`src/rtl/cart_bank_xlat_pkg.sv`:
```
package cart_bank_xlat_pkg;

  typedef enum logic [1:0] {
    MIR_ONE_LO = 2'd0,
    MIR_ONE_HI = 2'd1,
    MIR_VERT   = 2'd2,
    MIR_HORZ   = 2'd3
  } mirror_e;

  typedef enum logic [1:0] {
    PLAY_PAIR0 = 2'd0,
    PLAY_PAIR1 = 2'd1,
    PLAY_FIXLO = 2'd2,
    PLAY_FIXHI = 2'd3
  } prg_layout_e;

  localparam int BANK_SUM_W = 7;
  localparam logic [BANK_SUM_W-1:0] LAST_FIXED_BANK = 7'd15;

endpackage

```
`src/rtl/cart_prg_map.sv`:
```
module cart_prg_map
  import cart_bank_xlat_pkg::*;
#(
  parameter int PRG_BW = 5
) (
  input  logic [1:0]        layout,
  input  logic [4:0]        bank_reg,
  input  logic              outer_bit,
  input  logic              win_hi,
  output logic [PRG_BW-1:0] bank
);

  logic [BANK_SUM_W-1:0] step;
  logic [BANK_SUM_W-1:0] sel;
  logic [BANK_SUM_W-1:0] pair_base;
  logic [BANK_SUM_W-1:0] raw;

  always_comb begin
    step      = {2'b00, outer_bit, 4'b0000};
    sel       = {2'b00, bank_reg};
    pair_base = {2'b00, bank_reg[4:1], 1'b0};
    unique case (prg_layout_e'(layout))
      PLAY_FIXHI: raw = win_hi ? (LAST_FIXED_BANK + step) : (sel + step);
      PLAY_FIXLO: raw = win_hi ? (sel + step) : step;
      default:    raw = pair_base + step + {{(BANK_SUM_W-1){1'b0}}, win_hi};
    endcase
    bank = raw[PRG_BW-1:0];
  end

endmodule

```
`src/rtl/cart_chr_map.sv`:
```
module cart_chr_map #(
  parameter int CHR_BW = 5
) (
  input  logic              four_k,
  input  logic [4:0]        lo_reg,
  input  logic [4:0]        hi_reg,
  input  logic              half_sel,
  output logic [CHR_BW-1:0] bank
);

  logic [4:0] raw;

  always_comb begin
    if (four_k) raw = half_sel ? hi_reg : lo_reg;
    else        raw = {lo_reg[4:1], half_sel};
    bank = raw[CHR_BW-1:0];
  end

endmodule

```
`src/rtl/cart_nt_mirror.sv`:
```
module cart_nt_mirror
  import cart_bank_xlat_pkg::*;
(
  input  logic [1:0] mode,
  input  logic       a10,
  input  logic       a11,
  output logic       page
);

  always_comb begin
    unique case (mirror_e'(mode))
      MIR_ONE_LO: page = 1'b0;
      MIR_ONE_HI: page = 1'b1;
      MIR_VERT:   page = a10;
      default:    page = a11;
    endcase
  end

endmodule

```
`src/rtl/cart_wram_gate.sv`:
```
module cart_wram_gate #(
  parameter int WRAM_BANKS8 = 2,
  parameter int WRAM_AW     = 14
) (
  input  logic [15:0]        cpu_addr,
  input  logic               cpu_we,
  input  logic               disable_bit,
  input  logic               four_k,
  input  logic [4:0]         lo_reg,
  input  logic [7:0]         rdata,
  input  logic [7:0]         bus_last,
  output logic               ce,
  output logic               we,
  output logic [WRAM_AW-1:0] addr,
  output logic [7:0]         rd_data
);

  logic in_win;

  always_comb begin
    in_win  = (cpu_addr[15:13] == 3'b011);
    ce      = in_win && !disable_bit;
    we      = ce && cpu_we;
    rd_data = disable_bit ? bus_last : rdata;
  end

  generate
    if (WRAM_BANKS8 > 1) begin : g_banked
      logic bank_bit;
      always_comb begin
        bank_bit = four_k ? lo_reg[4] : lo_reg[3];
        addr     = {bank_bit, cpu_addr[12:0]};
      end
    end else begin : g_flat
      always_comb addr = cpu_addr[12:0];
    end
  endgenerate

endmodule

```
`src/rtl/cart_bank_xlat.sv`:
```
module cart_bank_xlat #(
  parameter int PRG_BANKS16 = 32,
  parameter int CHR_BANKS4  = 32,
  parameter int WRAM_BANKS8 = 2,
  localparam int PRG_BW  = $clog2(PRG_BANKS16),
  localparam int CHR_BW  = $clog2(CHR_BANKS4),
  localparam int PRG_AW  = PRG_BW + 14,
  localparam int CHR_AW  = CHR_BW + 12,
  localparam int WRAM_AW = (WRAM_BANKS8 > 1) ? 14 : 13
) (
  input  logic [4:0]         ctrl_reg,
  input  logic [4:0]         chr_lo_reg,
  input  logic [4:0]         chr_hi_reg,
  input  logic [4:0]         prg_reg,
  input  logic [15:0]        cpu_addr,
  input  logic               cpu_we,
  input  logic [7:0]         wram_rdata,
  input  logic [7:0]         bus_last,
  input  logic [12:0]        ppu_addr,
  output logic               prg_rom_ce,
  output logic [PRG_AW-1:0]  prg_rom_addr,
  output logic [CHR_AW-1:0]  chr_addr,
  output logic [1:0]         mirror_mode,
  output logic               nt_page,
  output logic               wram_ce,
  output logic               wram_we,
  output logic [WRAM_AW-1:0] wram_addr,
  output logic [7:0]         wram_rd_data
);

  logic [PRG_BW-1:0] prg_bank;
  logic [CHR_BW-1:0] chr_bank;

  cart_prg_map #(.PRG_BW(PRG_BW)) u_prg (
    .layout    (ctrl_reg[3:2]),
    .bank_reg  (prg_reg),
    .outer_bit (chr_lo_reg[4]),
    .win_hi    (cpu_addr[14]),
    .bank      (prg_bank)
  );

  cart_chr_map #(.CHR_BW(CHR_BW)) u_chr (
    .four_k   (ctrl_reg[4]),
    .lo_reg   (chr_lo_reg),
    .hi_reg   (chr_hi_reg),
    .half_sel (ppu_addr[12]),
    .bank     (chr_bank)
  );

  cart_nt_mirror u_nt (
    .mode (ctrl_reg[1:0]),
    .a10  (ppu_addr[10]),
    .a11  (ppu_addr[11]),
    .page (nt_page)
  );

  cart_wram_gate #(.WRAM_BANKS8(WRAM_BANKS8), .WRAM_AW(WRAM_AW)) u_wram (
    .cpu_addr    (cpu_addr),
    .cpu_we      (cpu_we),
    .disable_bit (prg_reg[4]),
    .four_k      (ctrl_reg[4]),
    .lo_reg      (chr_lo_reg),
    .rdata       (wram_rdata),
    .bus_last    (bus_last),
    .ce          (wram_ce),
    .we          (wram_we),
    .addr        (wram_addr),
    .rd_data     (wram_rd_data)
  );

  always_comb begin
    prg_rom_ce   = cpu_addr[15];
    prg_rom_addr = {prg_bank, cpu_addr[13:0]};
    chr_addr     = {chr_bank, ppu_addr[11:0]};
    mirror_mode  = ctrl_reg[1:0];
  end

endmodule

```
`config.mk`:
```
export PLATFORM = sky130hd
export DESIGN_NAME = cart_bank_xlat
export DESIGN_NICKNAME = d
export VERILOG_FILES = /design/src/rtl/cart_bank_xlat_pkg.sv /design/src/rtl/cart_prg_map.sv /design/src/rtl/cart_chr_map.sv /design/src/rtl/cart_nt_mirror.sv /design/src/rtl/cart_wram_gate.sv /design/src/rtl/cart_bank_xlat.sv
export SDC_FILE = /design/constraint.sdc
export NUM_CORES = 1
export LEC_CHECK = 0
export BUFFER_PORTS_ARGS = -buffer_cell sky130_fd_sc_hd__buf_2
export CAP_MARGIN = 20
export CELL_PAD_IN_SITES_DETAIL_PLACEMENT = 2
export CELL_PAD_IN_SITES_GLOBAL_PLACEMENT = 2
export CORE_MARGIN = 2
export CORE_UTILIZATION = 10
export DETAILED_ROUTE_END_ITERATION = 8
export GPL_TIMING_DRIVEN = 0
export PLACE_DENSITY = 0.95
export SYNTH_ARGS = -nofsm -noshare
export SYNTH_HDL_FRONTEND = slang
export SYNTH_SLANG_ARGS = --single-unit
```
`constraint.sdc`:
```
create_clock -name vclk -period 0.8
set_input_delay 0.08 -clock vclk [all_inputs]
set_output_delay 0.08 -clock vclk [all_outputs]
set_load 0.02 [all_outputs]
```
# Word-level counts from Yosys, hierarchy flattened
# Cells that the tools add are included.
dict set report totals {
  input_bits 66
  out_inout_bits 64
  regBits 0
}
dict set report op_classes {
  n_reduce_logical 4
  addsub 4
  eq_ne 5
  muxes 8
}
# cell count
set op_table {}
lappend op_table {{2-to-1 mux 5 bit} 4}
lappend op_table {{adder 5 bit} 2}
lappend op_table {{one-hot mux 5 bit (2 select lines)} 1}
lappend op_table {{2-to-1 mux 8 bit} 1}
lappend op_table {{== test 2 bit, second input constant} 3}
lappend op_table {{adder 4 x 5 -> 5 bit, first input constant} 1}
lappend op_table {{adder 5 x 1 -> 5 bit} 1}
lappend op_table {{== test 3 x 2 -> 1 bit, second input constant} 1}
lappend op_table {{one-hot mux 1 bit (3 select lines)} 1}
lappend op_table {{== test 2 x 1 -> 1 bit, second input constant} 1}
lappend op_table {{logical AND 1 bit} 2}
lappend op_table {{logical NOT 2 bit} 1}
lappend op_table {{logical NOT 1 bit} 1}
lappend op_table {{2-to-1 mux 1 bit} 1}

# Logic depth before layout (Yosys ltp)
# Gate-level depths: netlist of run 1.
dict set report logic_depth {
  ltp_word 3
  ltp_mapped 4
  depth_no_buf 3
}

# Cells and area by module
# Synthesis of run 1 repeated with hierarchy kept, for this count alone.
dict set report hier_totals {
  hier_cells 84
  area_unflattened_um2 651.9
}
# module cells_per_inst n_inst area_per_inst_um2
set by_module_without_submodules {}
lappend by_module_without_submodules {cart_wram_gate 26 1 236.5}
lappend by_module_without_submodules {cart_bank_xlat 29 1 217.7}
lappend by_module_without_submodules {cart_prg_map 18 1 101.3}
lappend by_module_without_submodules {cart_chr_map 8 1 81.3}
lappend by_module_without_submodules {cart_nt_mirror 3 1 15.0}

# Least setup slack after synthesis of run 1
# Ideal clock, no wire load.
dict set report synth_path {
  kind {input-to-output}
  start {input port cpu_addr[14]}
  end {output port prg_rom_addr[18]}
  path_buffers 1
  t_arrival_ns 0.869
  cell_stages 4
  slack_ns -0.149
  cell_sequence {buf_4 xnor2_1 a21boi_1 xor2_1}
}
dict set report synth_via {
  elab_chain_len 2
}
# item line
set synth_lines {}
lappend synth_lines {{start, declared} cart_bank_xlat.sv:15} ;# input logic [15:0] cpu_addr,
lappend synth_lines {{adder 5 x 1 -> 5 bit (tied with other cells)} cart_prg_map.sv:25} ;# default: raw = pair_base + step + {{(BANK_SUM_W-1){1'b0}}, win_hi};
lappend synth_lines {{one-hot mux 5 bit (2 select lines) *} cart_prg_map.sv:22} ;# unique case (prg_layout_e'(layout))
lappend synth_lines {{end, declared} cart_bank_xlat.sv:21} ;# output logic [PRG_AW-1:0] prg_rom_addr,
# Every way passes the cells marked *; elsewhere a longest branch is shown, timed or not.

# Final worst setup path of run 1
dict set report layout_path {
  start {input port ctrl_reg[2]}
  end {output port prg_rom_addr[18]}
}
dict set report layout_via {
  elab_chain_len 2
}
# item line
set layout_lines {}
lappend layout_lines {{start, declared} cart_bank_xlat.sv:11} ;# input logic [4:0] ctrl_reg,
lappend layout_lines {{== test 2 bit} cart_prg_map.sv:22}
lappend layout_lines {{one-hot mux 5 bit (2 select lines) *} cart_prg_map.sv:22}
# Marked as above.

==> summary.txt, run 1 <==
STA
  • Final min period: 0.864 ns
  • Setup_tns: -0.112 ns
  • Number of failing hold endpoints at the final stage: 0
  • Final setup violation count: 3
  • Total count of max-transition violations in the final report: 0
  • RSZ-0062 raised after global routing: yes
  • Final worst-path setup slack: -0.0643 ns
  • Hold Worst Slack: 0.378 ns
  • Transition time at the pin with the least slew margin: 0.168 ns
  • Relative max-transition margin: 88.8%
  • Final critical-path share of the clock period: 108%
  • Achievable Freq: 1.16 GHz

Critical path
  • Critical path startpoint category: primary input
  • Endpoint required time on the critical path: 0.72 ns
  • Worst Setup End Kind: output pin
  • Signal arrival time at the worst endpoint: 0.78 ns
  • Worst-path fanout max: 5
  • Type of the setup path with the least slack: primary input to output pin

Min path
  • Endpoint with the worst hold slack: prg_rom_addr[2]
  • Min-delay src: cpu_addr[2]
  • Worst Hold Class: primary input to output pin
  • Hold path cells: 2

Finish
  • Area Growth Syn to Fin: 130%
  • Total number of nets in the final design: 258
  • Layout cell share with drive strength beyond 1: 91.1%
  • Number of clock buffers in the layout: 0
  • Final core utilization: 24.2%
  • FFs & Latches: 0
  • Antenna diode instance count: 0
  • Post-layout instance area: 0.00145 mm2
  • FF+latch area: 0 um2
  • Filler cell count: 726
  • Final std cells w/o fill: 265

Power
  • Worst IR drop on VDD: 0.203 mV
  • Sequential power share: 0%
  • Total power: 1.00 mW
  • Cell Pwr Density: 692 mW/mm2
  • Static Leak: 0.832 nW
  • Power spent charging and discharging nets: 0.487 mW
  • Gate power share: 100.0%
  • Clock power frac: 0%
  • Switching part of the total power: 48.6%
  • Internal: 0.516 mW

Drt
  • Antenna viol nets, final: 0
  • Vias per std cell: 3.61
  • Post-Route WL: 3.11 mm
  • DR vias: 956
  • DRC violations left: 0
  • First-pass detailed-route iteration total: 3
  • Drt initial violations: 5
  • Routed length per instance: 11.8 um

Run
  • Maxcap violations: 0

Logic synthesis
  • Cell variety after synth: 13
  • Total number of yosys warnings: 0
  • Netlist area before placement: 629 um2
  • Total nets after synthesis: 150
  • Per-instance average area after synthesis: 7.49 um2
  • Synth Instances: 84
  • Sequential fraction of the synthesis area: 0%

GRT
  • Global-route wire length before repair: 4.60 mm
  • Number of global-route vias before repair: 1044
  • Maximum number of pins on one net before global-route repair: 11
  • Global-route usage over all layers: 7.61%
  • Leftover overflow at the end of global routing: 0
  • Initial antenna violation count: 0

Floorplanning
  • I/O pin cnt: 130
  • X dimension of the die: 83.3 um
  • Number of standard-cell rows in the floorplan: 28
  • Starting utilization of the core area: 10.5%
  • Core box area: 0.00599 mm2
  • Chip height: 83.3 um
  • Die footprint: 0.00694 mm2

Run status
  • Outcome: finished with violations
  • Violations in the final reports: negative setup slack

Place
  • Post-Place Cells: 264
  • Half-perimeter wire length of the detailed placement result: 2.71 mm
  • Placer congestion estimate: 0.639
  • Placed instance area: 0.00128 mm2
  • Placement-stage worst setup slack: -0.189 ns
  • Port Buf Inserts: 105

Clock tree
  • Hold buffer count at CTS: 0
-- cell usage after synthesis --
master                     instances  area, um2
sky130_fd_sc_hd__and2_1            1       6.26
sky130_fd_sc_hd__a21boi_1          1       7.51
sky130_fd_sc_hd__nand2b_1          2       12.5
sky130_fd_sc_hd__mux2_2           13        146
sky130_fd_sc_hd__xnor2_1           1       8.76
sky130_fd_sc_hd__nand2_1           1       3.75
sky130_fd_sc_hd__and4bb_2          1       12.5
sky130_fd_sc_hd__a21oi_1          10       50.1
sky130_fd_sc_hd__inv_1             2       7.51
sky130_fd_sc_hd__xor2_1            1       8.76
sky130_fd_sc_hd__a31oi_1           2       12.5
sky130_fd_sc_hd__nor2_1            4       15.0
sky130_fd_sc_hd__buf_4            45        338
-- worst max path at each step --
stage | from | end | slack, ns | cells after the start
floorplan | prg_reg[4] | wram_we | -0.04 | 3
global placement | ctrl_reg[4] | chr_addr[14] | -0.19 | 4
detailed placement | ctrl_reg[4] | chr_addr[15] | -0.19 | 4
CTS | cpu_addr[14] | prg_rom_addr[18] | -0.08 | 5
global route | ctrl_reg[2] | prg_rom_addr[18] | -0.12 | 5
finish | ctrl_reg[2] | prg_rom_addr[18] | -0.06 | 5
-- routing by layer --
| layer | routed length, um | GRT usage (%) | share of wire, % | vias to the layer above |
|---|---|---|---|---|
| li1 | - | - | - | 449 |
| met1 | 846 | 6.26 | 27 | 428 |
| met2 | 1850 | 17.6 | 59 | 75 |
| met3 | 369 | 1.89 | 12 | 4 |
| met4 | 51 | 0.745 | 1.6 | 0 |
| met5 | 0 | 0 | 0 | - |
-- power by group through the flow --
stage          clock network (mW)  logic (mW)  registers [mW]
2_1_floorplan                   0       0.572               0
3_3_place_gp                    0       0.872               0
3_5_place_dp                    0       0.897               0
4_1_cts                         0       0.983               0
5_1_grt                         0        1.07               0
6_report                        0        1.00               0
-- logic make-up after synthesis --
logic type | count (synthesis) | share of synthesized area [%]
multiplexers | 13 | 23.3
AND/OR/NAND/NOR | 9 | 7.95
XOR/XNOR | 2 | 2.78
AO/OA/AOI/OAI | 13 | 11.1
buffers and inverters | 47 | 54.9
-- cell usage in the layout, fill, tap and decap left out, types with 2 or more instances in the layout --
master                    instances
sky130_fd_sc_hd__buf_2           92
sky130_fd_sc_hd__inv_1            2
sky130_fd_sc_hd__buf_12           2
sky130_fd_sc_hd__buf_4           46
sky130_fd_sc_hd__buf_6            7
sky130_fd_sc_hd__mux2_2           7
sky130_fd_sc_hd__a31oi_1          2
sky130_fd_sc_hd__a21oi_2          2
sky130_fd_sc_hd__mux2_4           6
sky130_fd_sc_hd__a21oi_1          8
sky130_fd_sc_hd__nor2_1           4
sky130_fd_sc_hd__buf_8            3
-- repair_timing --
action / in CTS / in global routing
endpoints found under the setup margin: 10 / 11
gates cloned: 0 / 0
hold endpoints to repair: 0 / 0
resized for setup: 31 / 11
setup buffers: 1 / 1
pin swaps: 8 / 4
-- critical path, cell delays in order --
cell and delay (ns):
sky130_fd_sc_hd__buf_12 0.11, sky130_fd_sc_hd__xnor2_4 0.13, sky130_fd_sc_hd__a21boi_2 0.17, sky130_fd_sc_hd__xor2_2 0.16
sky130_fd_sc_hd__buf_6 0.13
-- cell type report --
| cell class | count | area [um2] | area share [%] |
|---|---|---|---|
| buffer | 44 | 350 | 24.2 |
| inverter | 2 | 7.51 | 0.518 |
| multi-input combinational | 37 | 370 | 25.6 |
| tap | 75 | 93.8 | 6.48 |
| timing repair buffer | 107 | 627 | 43.3 |
Power figures use the tool's default switching activity.
==> inputs of run 2 (changes only) <==
--- a/config.mk
+++ b/config.mk
@@ -9,7 +9,6 @@
 export CAP_MARGIN = 20
 export CELL_PAD_IN_SITES_DETAIL_PLACEMENT = 2
 export CELL_PAD_IN_SITES_GLOBAL_PLACEMENT = 2
-export CORE_MARGIN = 2
 export CORE_UTILIZATION = 10
 export DETAILED_ROUTE_END_ITERATION = 8
 export GPL_TIMING_DRIVEN = 0
==> summary.txt, run 2 (synthesis results as in run 1) <==
Run status
  • Outcome: finished with violations
  • Violations in the final reports: negative setup slack

Critical path
  • Critical path startpoint category: primary input
  • Type of the setup path with the least slack: primary input to output pin
  • Top Family by Delay on Critical Path: XOR/XNOR gates
  • Signal arrival time at the worst endpoint: 0.80 ns (+0.02 ns)
  • Ordered list of cells on the worst path: buf_12 -> xnor2_2 -> a21boi_2 -> xor2_2 -> buf_6
  • Crit-path max cell delay: 0.19 ns (+0.02 ns)
  • Endpoint required time on the critical path: 0.72 ns (about the same)
  • Worst-path fanout max: 5 (unchanged)
  • Buf/Inv on CP: 2 (unchanged)
  • CP max-delay cell: sky130_fd_sc_hd__a21boi_2
  • Worst Setup End Kind: output pin

Place
  • Placer congestion estimate: 0.648 (+1.4%)
  • Placement-stage worst setup slack: -0.213 ns (-0.0239 ns)
  • Port Buf Inserts: 105 (unchanged)
  • Half-perimeter wire length of the detailed placement result: 2.56 mm (-5.7%)
  • Post-Place Cells: 264 (unchanged)

GRT
  • Global-route usage over all layers: 7.30% (-0.31 points)
  • Initial antenna violation count: 0 (unchanged)
  • Number of global-route vias before repair: 918 (-12%)
  • Maximum number of pins on one net before global-route repair: 11 (unchanged)
  • Leftover overflow at the end of global routing: 0 (unchanged)
  • Global-route wire length before repair: 3.85 mm (-16%)

Finish
  • Area taken by multi-input logic gates: 348 um2 (-6.1%)
  • FF+latch area: 0 um2 (unchanged)
  • Layout cell share with drive strength beyond 1: 90.6% (-0.48 points)
  • Area Growth Syn to Fin: 127%
  • Number of clock buffers in the layout: 0 (unchanged)
  • Total number of nets in the final design: 259 (+0.39%)
  • Most frequent standard cell in the layout excluding fill and tap cells: sky130_fd_sc_hd__buf_2
  • Most frequent cells in the layout: sky130_fd_sc_hd__buf_2 (91), sky130_fd_sc_hd__buf_4 (49), sky130_fd_sc_hd__a21oi_1 (9), sky130_fd_sc_hd__mux2_2 (9), sky130_fd_sc_hd__buf_6 (8)
  • Final std cells w/o fill: 266 (+0.38%)
  • FFs & Latches: 0 (unchanged)
  • Antenna diode instance count: 0 (unchanged)
  • Filler cell count: 731 (+0.69%)

Floorplanning
  • Die footprint: 0.00661 mm2 (-4.7%)
  • Chip height: 81.3 um (-2.4%)
  • Core box area: 0.00599 mm2 (unchanged)
  • X dimension of the die: 81.3 um (-2.4%)
  • I/O pin cnt: 130 (unchanged)
  • Starting utilization of the core area: 10.5% (unchanged)
  • Number of standard-cell rows in the floorplan: 28 (unchanged)

Power
  • Worst IR drop on VDD: 0.199 mV (-1.9%)
  • Cell Pwr Density: 689 mW/mm2 (-0.42%)
  • Static Leak: 0.823 nW (-1.0%)

STA
  • Hold Worst Slack: 0.377 ns (-0.00127 ns)
  • Final min period: 0.883 ns (+0.0189 ns)
  • Achievable Freq: 1.13 GHz (-2.1%)
  • RSZ-0062 raised after global routing: yes
  • Transition time at the pin with the least slew margin: 0.172 ns (+0.00405 ns)
  • Relative max-transition margin: 88.5% (-0.34 points)
  • Final setup violation count: 5 (+2)
  • Final critical-path share of the clock period: 110% (+2.4 points)
  • Total count of max-transition violations in the final report: 0 (unchanged)
  • Setup_tns: -0.174 ns (-0.0619 ns)
  • Final worst-path setup slack: -0.0833 ns (-0.0189 ns)
  • Number of failing hold endpoints at the final stage: 0 (unchanged)

Drt
  • Routed length per instance: 10.9 um (-7.2%)
  • DRC violations left: 0 (unchanged)
  • Drt initial violations: 0 (-5)
  • DR vias: 960 (+0.42%)
  • Post-Route WL: 2.90 mm (-6.8%)
  • Antenna viol nets, final: 0 (unchanged)
  • Vias per std cell: 3.61 (about the same)
  • First-pass detailed-route iteration total: 1 (-2)

Min path
  • Worst Hold Class: primary input to output pin

Run
  • Maxcap violations: 0 (unchanged)
## run 2: metal layers
layer / vias up / routed length (um) / GRT usage (%)
met5: - / 0 / 0
met4: 0 / 0 / 0
met3: 0 / 376 / 2.02
met2: 73 / 1710 / 17.6
met1: 438 / 814 / 5.53
li1: 449 / - / -
## run 2: final timing paths
check                   startpoint                to  slack [ns]  cells after the start
worst min-delay path   ppu_addr[2]       chr_addr[2]        0.38                      2
worst max-delay path  cpu_addr[14]  prg_rom_addr[18]       -0.08                      5
## run 2: area by class of cell
type,instances,share of cell area [%]
plain buffers,45,25.1
inverters,2,0.526
multi-input cells,37,24.4
well taps,75,6.57
repair buffers,107,43.5
## run 2: repair_timing
item                                    in CTS  in global routing
pin swaps                                    6                  4
setup buffers                                2                  0
hold buffers                                 0                  0
cloned                                       0                  0
endpoints found under the setup margin      10                 11
resized for setup                           28                 10
hold endpoints to repair                     0                  0
## run 2: through the flow
stage	cell area [um2]	utilization, %	total power, mW
global placement	1280	21.4	0.872
floorplan	662	-	0.572
detailed placement	1280	21.4	0.895
global route	1430	23.8	1.05
CTS	1400	23.3	0.975
finish	1430	23.8	0.984
## run 2: power breakdown
group / internal [mW] / leakage, nW / switching [mW] / total [mW]
Combinational: 0.507 / 0.823 / 0.478 / 0.984
Sequential: 0 / 0 / 0 / 0
Clock: 0 / 0 / 0 / 0
Total: 0.507 / 0.823 / 0.478 / 0.984
==> inputs of run 3 (changes only) <==
==> constraint.sdc (replaced) <==
create_clock -name vclk -period 0.9
set_input_delay 0.09 -clock vclk [all_inputs]
set_output_delay 0.09 -clock vclk [all_outputs]
set_load 0.02 [all_outputs]
==> summary.txt, run 3 (synthesis results as in run 1) <==
Critical path
  • CP max-delay cell: sky130_fd_sc_hd__a21boi_2
  • Critical path startpoint category: primary input
  • Endpoint required time on the critical path: 0.81 ns (+0.09 ns)
  • Worst Setup End Kind: output pin
  • Crit-path max cell delay: 0.18 ns (about the same)
  • Worst-path fanout max: 5 (unchanged)
  • Buf/Inv on CP: 2 (unchanged)
  • Type of the setup path with the least slack: primary input to output pin
  • Signal arrival time at the worst endpoint: 0.80 ns (about the same)
  • Top Family by Delay on Critical Path: XOR/XNOR gates
  • Ordered list of cells on the worst path: buf_12 -> xnor2_4 -> a21boi_2 -> xor2_2 -> buf_6

Min path
  • Worst Hold Class: primary input to output pin

GRT
  • Leftover overflow at the end of global routing: 0 (unchanged)
  • Global-route wire length before repair: 3.87 mm (+0.52%)
  • Number of global-route vias before repair: 956 (+4.1%)
  • Global-route usage over all layers: 7.30% (about the same)
  • Maximum number of pins on one net before global-route repair: 11 (unchanged)
  • Initial antenna violation count: 0 (unchanged)

Finish
  • FF+latch area: 0 um2 (unchanged)
  • Antenna diode instance count: 0 (unchanged)
  • Total number of nets in the final design: 257 (-0.77%)
  • Layout cell share with drive strength beyond 1: 89.4% (-1.2 points)
  • Most frequent cells in the layout: sky130_fd_sc_hd__buf_2 (95), sky130_fd_sc_hd__buf_4 (45), sky130_fd_sc_hd__a21oi_1 (10), sky130_fd_sc_hd__mux2_2 (10), sky130_fd_sc_hd__buf_6 (7)
  • FFs & Latches: 0 (unchanged)
  • Final core utilization: 23.0% (-0.86 points)
  • Filler cell count: 726 (-0.68%)
  • Post-layout instance area: 0.00138 mm2 (-3.6%)
  • Area Growth Syn to Fin: 119%
  • Most frequent standard cell in the layout excluding fill and tap cells: sky130_fd_sc_hd__buf_2
  • Number of clock buffers in the layout: 0 (unchanged)

STA
  • RSZ-0062 raised after global routing: yes
  • Total count of max-transition violations in the final report: 0 (unchanged)
  • Relative max-transition margin: 89.2% (+0.73 points)
  • Transition time at the pin with the least slew margin: 0.161 ns (-0.0108 ns)
  • Final setup violation count: 0 (-5)
  • Final critical-path share of the clock period: 98.6%
  • Final min period: 0.888 ns
  • Final worst-path setup slack: 0.0123 ns (+0.0956 ns)
  • Number of failing hold endpoints at the final stage: 0 (unchanged)
  • Achievable Freq: 1.13 GHz

Place
  • Port Buf Inserts: 105 (unchanged)
  • Placed instance area: 0.00127 mm2 (-1.2%)
  • Placement-stage worst setup slack: -0.126 ns (+0.0868 ns)
  • Half-perimeter wire length of the detailed placement result: 2.68 mm (+4.9%)
  • Placer congestion estimate: 0.712 (+9.8%)

Clock tree
  • Hold buffer count at CTS: 0 (unchanged)

Drt
  • Routed length per instance: 10.9 um (-0.42%)
  • First-pass detailed-route iteration total: 2 (+1)
  • DRC violations left: 0 (unchanged)
  • Post-Route WL: 2.87 mm (-1.2%)
  • Vias per std cell: 3.66 (+1.5%)
  • Antenna viol nets, final: 0 (unchanged)
  • DR vias: 967 (+0.73%)
  • Drt initial violations: 2 (+2)

Power
  • Static Leak: 0.799 nW (-2.9%)
  • Cell Pwr Density: 617 mW/mm2 (-11%)
  • Worst IR drop on VDD: 0.190 mV (-4.2%)
  • Total power: 0.849 mW (-14%)

Floorplanning
  • Core box area: 0.00599 mm2 (unchanged)
  • Number of standard-cell rows in the floorplan: 28 (unchanged)
  • Starting utilization of the core area: 10.5% (unchanged)
  • Chip height: 81.3 um (unchanged)
  • I/O pin cnt: 130 (unchanged)
  • Die footprint: 0.00661 mm2 (unchanged)
  • X dimension of the die: 81.3 um (unchanged)

Run
  • Maxcap violations: 0 (unchanged)

Run status
  • Outcome: finished, final reports clean
==> run 3: where the power goes <==
| part | switching (mW) | internal (mW) |
|---|---|---|
| clock | 0 | 0 |
| combinational | 0.420 | 0.429 |
| sequential | 0 | 0 |
| total | 0.420 | 0.429 |
==> run 3: stage by stage <==
step           std cells  hold WS [ns]  setup TNS [ns]
4_1_cts              264         0.398         -0.0217
5_1_grt              264         0.401         -0.0259
2_1_floorplan         84         0.267               0
3_3_place_gp         264         0.398          -0.360
6_report             264         0.397               0
3_5_place_dp         264         0.398          -0.412
==> run 3: final timing paths <==
check | start | end | slack (ns) | cells after the start
worst max-delay path | ctrl_reg[2] | prg_rom_addr[18] | 0.01 | 5
worst min-delay path | ppu_addr[2] | chr_addr[2] | 0.40 | 2
==> run 3: routing by layer <==
metal	share of wire [%]	wire length, um	GRT usage, %	up-vias
li1	-	-	-	445
met2	56	1620	17.0	80
met4	0	0	0	0
met3	12	358	1.24	0
met5	0	0	0	-
met1	31	889	6.46	442
==> run 3: final cells by class <==
| type | count | area, um2 | share of cell area (%) |
|---|---|---|---|
| buffer | 45 | 354 | 25.7 |
| inverter | 2 | 7.51 | 0.545 |
| multi-input combinational | 37 | 335 | 24.4 |
| tap | 75 | 93.8 | 6.82 |
| timing repair buffer | 105 | 586 | 42.5 |
==> run 3: what timing repair did <==
| item | CTS | global route |
|---|---|---|
| gates resized for setup | 11 | 19 |
| buffers inserted | 0 | 0 |
| endpoints found under the setup margin | 6 | 9 |
| pin swaps | 2 | 4 |
| hold endpoints to repair | 0 | 0 |
| gates cloned | 0 | 0 |
